`src/rtl/smr_pkg.sv`:
```
package smr_pkg;
  typedef enum logic {
    DIR_UP   = 1'b0,
    DIR_DOWN = 1'b1
  } ramp_dir_e;
endpackage

```
`src/rtl/smr_ramp_ctr.sv`:
```
module smr_ramp_ctr
  import smr_pkg::*;
#(
  parameter int CNT_W = 12
) (
  input  logic             clk,
  input  logic             rst,
  input  logic             frame_stb,
  input  logic             mute_req,
  output logic [CNT_W:0]   gain_q
);
  localparam logic [CNT_W:0] G_MAX = {1'b1, {CNT_W{1'b0}}};
  localparam logic [CNT_W:0] G_ONE = {{CNT_W{1'b0}}, 1'b1};

  ramp_dir_e      dir;
  logic [CNT_W:0] gain_d;

  always_comb dir = mute_req ? DIR_DOWN : DIR_UP;

  always_comb begin
    gain_d = gain_q;
    if (frame_stb) begin
      if (dir == DIR_DOWN) begin
        if (gain_q != '0) gain_d = gain_q - G_ONE;
      end else begin
        if (gain_q != G_MAX) gain_d = gain_q + G_ONE;
      end
    end
  end

  always_ff @(posedge clk) begin
    if (rst) gain_q <= '0;
    else     gain_q <= gain_d;
  end

  AST_STEP_NEEDS_FRAME: assert property (@(posedge clk) disable iff (rst)
    !$past(frame_stb) |-> $stable(gain_q));
  AST_SAT_TOP: assert property (@(posedge clk) disable iff (rst)
    (frame_stb && !mute_req && gain_q == G_MAX) |=> gain_q == G_MAX);
  AST_SAT_BOT: assert property (@(posedge clk) disable iff (rst)
    (frame_stb && mute_req && gain_q == '0) |=> gain_q == '0);
  AST_NO_JUMP: assert property (@(posedge clk) disable iff (rst)
    (gain_q == $past(gain_q) + G_ONE) || (gain_q == $past(gain_q) - G_ONE)
    || (gain_q == $past(gain_q)));
  AST_GAIN_RANGE: assert property (@(posedge clk) disable iff (rst)
    gain_q <= G_MAX);
endmodule

```
`src/rtl/smr_scaler.sv`:
```
module smr_scaler #(
  parameter int DATA_W = 24,
  parameter int CNT_W  = 12
) (
  input  logic                     clk,
  input  logic                     rst,
  input  logic                     in_vld,
  input  logic signed [DATA_W-1:0] in_dat,
  input  logic        [CNT_W:0]    gain,
  output logic                     out_vld,
  output logic signed [DATA_W-1:0] out_dat
);
  localparam int PROD_W = DATA_W + CNT_W + 2;
  localparam logic [CNT_W:0] G_MAX = {1'b1, {CNT_W{1'b0}}};

  logic signed [CNT_W+1:0]   gain_s;
  logic signed [PROD_W-1:0]  prod;
  logic signed [DATA_W-1:0]  scaled;

  always_comb begin
    gain_s = $signed({1'b0, gain});
    prod   = in_dat * gain_s;
    scaled = DATA_W'(prod >>> CNT_W);
  end

  always_ff @(posedge clk) begin
    if (rst) begin
      out_vld <= 1'b0;
      out_dat <= '0;
    end else begin
      out_vld <= in_vld;
      if (in_vld) out_dat <= scaled;
    end
  end

  AST_VLD_LAT: assert property (@(posedge clk) disable iff (rst)
    in_vld |=> out_vld);
  AST_VLD_IDLE: assert property (@(posedge clk) disable iff (rst)
    !in_vld |=> (!out_vld && $stable(out_dat)));
  AST_UNITY_PASS: assert property (@(posedge clk) disable iff (rst)
    (in_vld && gain == G_MAX) |=> out_dat == $past(in_dat));
  AST_ZERO_GAIN: assert property (@(posedge clk) disable iff (rst)
    (in_vld && gain == '0) |=> out_dat == '0);
endmodule

```
`src/rtl/smr_mute_status.sv`:
```
module smr_mute_status (
  input  logic clk,
  input  logic rst,
  input  logic rate_chg,
  input  logic settle_done,
  output logic mute_stat
);
  always_ff @(posedge clk) begin
    if (rst)              mute_stat <= 1'b1;
    else if (rate_chg)    mute_stat <= 1'b1;
    else if (settle_done) mute_stat <= 1'b0;
  end

  AST_STAT_SET: assert property (@(posedge clk) disable iff (rst)
    rate_chg |=> mute_stat);
  AST_STAT_CLR: assert property (@(posedge clk) disable iff (rst)
    (settle_done && !rate_chg) |=> !mute_stat);
  AST_STAT_HOLD: assert property (@(posedge clk) disable iff (rst)
    (!settle_done && !rate_chg) |=> $stable(mute_stat));
endmodule

```
`src/rtl/smr_soft_mute.sv`:
```
module smr_soft_mute #(
  parameter int DATA_W = 24,
  parameter int CNT_W  = 12
) (
  input  logic                     clk,
  input  logic                     rst,
  input  logic                     frame_stb,
  input  logic                     mute_req,
  input  logic                     in_vld,
  input  logic signed [DATA_W-1:0] in_dat,
  input  logic                     rate_chg,
  input  logic                     settle_done,
  output logic                     out_vld,
  output logic signed [DATA_W-1:0] out_dat,
  output logic        [CNT_W:0]    gain_lvl,
  output logic                     mute_stat
);
  logic [CNT_W:0] gain_w;

  smr_ramp_ctr #(.CNT_W(CNT_W)) u_ramp (
    .clk       (clk),
    .rst       (rst),
    .frame_stb (frame_stb),
    .mute_req  (mute_req),
    .gain_q    (gain_w)
  );

  smr_scaler #(.DATA_W(DATA_W), .CNT_W(CNT_W)) u_scale (
    .clk     (clk),
    .rst     (rst),
    .in_vld  (in_vld),
    .in_dat  (in_dat),
    .gain    (gain_w),
    .out_vld (out_vld),
    .out_dat (out_dat)
  );

  smr_mute_status u_stat (
    .clk         (clk),
    .rst         (rst),
    .rate_chg    (rate_chg),
    .settle_done (settle_done),
    .mute_stat   (mute_stat)
  );

  always_comb gain_lvl = gain_w;

  AST_RESET_STATE: assert property (@(posedge clk)
    $past(rst) |-> (gain_lvl == '0 && mute_stat && !out_vld));
endmodule

```
`config.mk`:
```
export PLATFORM = sky130hd
export DESIGN_NAME = smr_soft_mute
export DESIGN_NICKNAME = d
export VERILOG_FILES = /design/src/rtl/smr_pkg.sv /design/src/rtl/smr_ramp_ctr.sv /design/src/rtl/smr_scaler.sv /design/src/rtl/smr_mute_status.sv /design/src/rtl/smr_soft_mute.sv
export SDC_FILE = /design/constraint.sdc
export NUM_CORES = 1
export LEC_CHECK = 0
export BUFFER_PORTS_ARGS = -buffer_cell sky130_fd_sc_hd__buf_4
export CAP_MARGIN = 0
export CORE_UTILIZATION = 49
export DETAILED_ROUTE_END_ITERATION = 12
export GPL_TIMING_DRIVEN = 1
export PLACE_DENSITY = 0.63
export SYNTH_ARGS = -nofsm -noshare
export SYNTH_HDL_FRONTEND = slang
export SYNTH_HIERARCHICAL = 1
export SYNTH_SLANG_ARGS = --single-unit
```
`constraint.sdc`:
```
create_clock -name clk -period 6.7 [get_ports clk]
set_input_delay 0.67 -clock clk [delete_from_list [all_inputs] [get_ports clk]]
set_output_delay 0.67 -clock clk [all_outputs]
set_load 0.05 [all_outputs]
```
* Word level (Yosys, flattened, before mapping)
Cells that the tools add are included. W data, S select, Z words.
Cells by class: multiply operators 1, div/mod/pow operators 0, bitwise gates (word level) 0, reductions and logical operators 4, magnitude comparators 0, multiplexer cells 4, equality and inequality tests 2, add/subtract/negate cells 2, shift operators 0
Operators with widths (number):
- $mux W13 | 3
- $mul A24 B14 Y36 | 1
- $add A13 B1 Y13 const B | 1
- $ne A13 B13 Y1 const B | 1
- $reduce_bool A13 Y1 | 1
- $sub A13 B1 Y13 const B | 1
- $reduce_and A3 Y1 | 1
- $ne A2 B2 Y1 const B | 1
- $reduce_bool A2 Y1 | 1
- $reduce_or A2 Y1 | 1
- $mux W1 | 1
Storage, ports and cells: ROM bits 0, memories 0, RAM bits 0, bits in latches 0, bits of input ports 31, flip-flop bits (word level) 39, output and inout bits 39, logic and storage cells 17

* Logic depth before layout (Yosys ltp)
word-level depth 3, mapped depth 24, mapped depth without buffers 23

* Hierarchy
The synthesis kept the hierarchy.
By module, submodules not included:
- smr_scaler | cells an instance 1258, sequential area each 500.5 sq um, area an instance 11363.4 sq um, instances 1
- smr_ramp_ctr | cells an instance 136, sequential area each 260.2 sq um, area an instance 1079.8 sq um, instances 1
- smr_mute_status | cells an instance 4, sequential area each 20.0 sq um, area an instance 32.5 sq um, instances 1

* Worst setup path after synthesis
Ideal clock, no wire load.
path kind reg-to-reg, start reg u_ramp.gain_q[5], end reg u_scale.out_dat[20], slack 0.376 ns, library setup time 0.117 ns, cell stages (with the launch flop) 21, period minus slack after synthesis 6.324 ns, arrival time 6.207 ns, path buffers 1, data required time 6.583 ns, cell sequence dfxtp_1 clkbuf_1 nand2_1 fa_1 fa_1 inv_1 fa_1 fa_1 fa_1 inv_1 fa_1 inv_1 ha_1 a21o_1 a221oi_2 nand2_1 a221oi_2 a21boi_1 o21ai_2 or3b_1 a32o_1
On the way: longest elaborated chain between the ends 1
Ends and longest elaborated chain:
- from (decl) | line smr_ramp_ctr.sv:10 | output logic [CNT_W:0] gain_q
- from (signal assigned) | line smr_ramp_ctr.sv:33 | else gain_q <= gain_d;
- $mul A24 B14 Y36 | line smr_scaler.sv:22 | prod = in_dat * gain_s;
- to (signal assigned) | line smr_scaler.sv:32 | if (in_vld) out_dat <= scaled;
- to (decl) | line smr_scaler.sv:11 | output logic signed [DATA_W-1:0] out_dat
Every way passes these cells. A chain may end at the register's enable or synchronous reset.

* Worst setup path after layout
start reg u_ramp.gain_q[2], end reg u_scale.out_dat[20]
The elaborated chain is that of the path after synthesis.

==> results.toml <==
[global_route]
grt.met2_usage_pct = 48.3
top_usage_layer = "met2"
gr-total-overflow = 0
grt_use_met3_pct = 3.29
grt_max_degree = 45
grtUsageMet1_pct = 33.3
gr-usage-all-layers_pct = 26.6
grt_pass1_wl_mm = 53.5
antenna_found_initial = 0
grt_pass1_vias = 10300

[worst_setup_path]
slowest_stage = "fa_1"
cp_max_fo = 9
crit_path_max_incr_delay_ns = 0.54
path_delay_family = "adder cells"
crit_buf_inv = 5
worstSetupPathType = "flop to flop"
arrival_ns = 6.52
start_kind = "flop"
endpoint_kind = "flop"
crit_path_frequent_cell = "fa_1"
cp_cell_sequence = "buf_4 > and2_1 > fa_1 > inv_1 > fa_1 > inv_1 > fa_1 > fa_1 > fa_1 > inv_1 > fa_1 > inv_1 > ha_1 > nand4_1 > nor2_1 > a221oi_2 > nand2_1 > a221oi_2 > a21boi_1 > o21ai_2 > or3b_1 > a32o_1"
required_ns = 6.88

[routing]
dr_total_vias = 9435
drtPass1Iterations = 5
drc = 0
antenna_left = 0
wl_per_cell_um = 17.9
drt_iter0_markers = 571
viasPerCell = 5.29
drt_wl_total_mm = 32.0

[clock_tree]
insertion_delay_ns = 0.29
path_clk_slew_ns = 0.06
clock-sinks = 39
cts_buffers = 5
cts_buffer_depth = 2
hold_buffers = 0
cts_max_level = 2
cts_tree = "yes"
root_buffer = "clkbuf_16"
post_cts_resize_count = 0
cts_setup_buffers = 0

[yosys]
synth_area_um2 = 12500
synthesis.nets = 1803
synth-edff-count = 0
synth.most_common_cell = "inv_1"
yosysTopAreaCell = "fa_1"
syn_inst = 1398
ys_ff_latch = 39
ys_seq_area_share_pct = 6.26
synthFlopType = "dfxtp_1"
yosys_warnings = 6
yosysTopAreaCellShare_pct = 44.9
yosys-top-cells-area = "fa_1 45%, inv_1 9.7%, ha_1 9.4%, and2_1 7.6%, dfxtp_1 6.3%"
syn_area_per_cell_um2 = 8.92
async_flop_share_pct = 0
ys_top_cells_by_count = "321 x inv_1, 280 x fa_1, 192 x nand2_1, 151 x and2_1, 94 x ha_1"
synth_cell_types = 60

[die]
core_area_um2 = 25100
die_area_um2 = 26100
die_y_um = 162
num_rows = 58
io_pins = 70
initial_utilization_pct = 49.7
dieWidth_um = 162

[finish]
fin_nets = 1857
fillers = 2378
insertedDiodeCount = 0
drive_gt1_share_pct = 9.15
final_util_pct = 54.5
multiInputGateArea_um2 = 10300
ff_latch_area_um2 = 785
syn_to_final_growth_pct = 9.71

[min_path]
min_path_type = "flop to flop"

[sta]
hold_slack_ns = 0.450
rsz0062_at_grt = "false"
setup_viol = 0
fmax_mhz = 158
slew_violations = 0
relSlewSlack_pct = 28.4
fin_ws_ns = 0.356
tightestPinTransition_ns = 1.07
period_share_pct = 94.7
fin_setup_tns_ns = 0
skew_ns = 0.00826
fin_crit_ns = 6.34
hold_viol = 0

[placement]
place_ws_ns = 0.157
port-buffer-count = 69
dpl.hpwl_mm = 25.1
place.gp.congestion = 0.844

[run_status]
status = "complete, no violations"

[job]
maxCapViolations = 0
==> cell families after synthesis <==
family / after synthesis / synth area share [%]
AO/OA/AOI/OAI: 111 / 6.56
AND/OR/NAND/NOR: 439 / 17.5
multiplexers: 15 / 1.21
XOR/XNOR: 37 / 2.60
adder cells (fa/ha/maj): 374 / 54.4
buffers and inverters: 383 / 11.5
flip-flops: 39 / 6.26
==> through the flow <==
step,std cells,cell area [um2]
after floorplan,1398,12500
after global placement,1775,13500
after detailed placement,1775,13500
after CTS,1783,13700
after global routing,1783,13700
final,1783,13700
==> cells in the final DEF, fill, tap and decap left out, types with 2 or more instances in the layout <==
| cell | instances |
|---|---|
| a211oi_1 | 6 |
| a21o_1 | 13 |
| a21oi_1 | 30 |
| a221oi_2 | 3 |
| a31oi_1 | 5 |
| a31oi_4 | 2 |
| a32o_1 | 2 |
| and2_1 | 151 |
| and3_1 | 2 |
| buf_12 | 5 |
| buf_4 | 104 |
| clkbuf_16 | 5 |
| dfxtp_1 | 36 |
| dfxtp_2 | 3 |
| fa_1 | 280 |
| ha_1 | 94 |
| inv_1 | 321 |
| mux2i_1 | 14 |
| nand2_1 | 192 |
| nand2b_1 | 11 |
| nand3_1 | 12 |
| nand3b_1 | 3 |
| nand4_1 | 7 |
| nor2_1 | 36 |
| nor3_1 | 9 |
| nor3b_1 | 2 |
| nor4_1 | 3 |
| o211ai_1 | 2 |
| o21ai_0 | 13 |
| o21ai_1 | 3 |
| o21bai_1 | 2 |
| o221ai_1 | 4 |
| o22ai_1 | 6 |
| o311ai_0 | 3 |
| o31ai_1 | 2 |
| or4_1 | 3 |
| xnor2_1 | 25 |
| xor2_1 | 12 |
==> worst min-delay path: stages (launching register included) <==
cell and delay, ns:
dfxtp_1 0.32, nand2_1 0.04, o21ai_0 0.05
==> area by class of cell <==
type,instances,share of cell area [%]
multi-input cells,976,75.0
flip-flops and latches,39,5.73
well taps,330,3.02
repair buffers,109,6.44
clock buffers,6,0.942
clock inverters,2,0.0914
inverters,321,8.80
==> sequential cells by signal, indices dropped and copies added, names as in the netlist <==
name	cells
u_scale/out_dat	24
u_stat/mute_stat	1
u_scale/out_vld	1
u_ramp/gain_q	13
==> worst paths after layout <==
check | startpoint | to | slack (ns) | depth (start not counted)
min reg2reg | u_scale/out_dat[10] | u_scale/out_dat[10] | 0.45 | 2
max | u_ramp/gain_q[2] | u_scale/out_dat[20] | 0.36 | 22
min | u_scale/out_dat[10] | u_scale/out_dat[10] | 0.45 | 2
max reg2reg | u_ramp/gain_q[2] | u_scale/out_dat[20] | 0.36 | 22
==> metal layers <==
metal	vias up	routed length (um)
li1	4295	-
met1	4826	13300
met3	50	1490
met4	0	652
met2	264	16600
met5	-	0
Power is left out: the tool's default activity adds up to more than one toggle a clock period on the data nets, which glitch-free logic cannot reach.
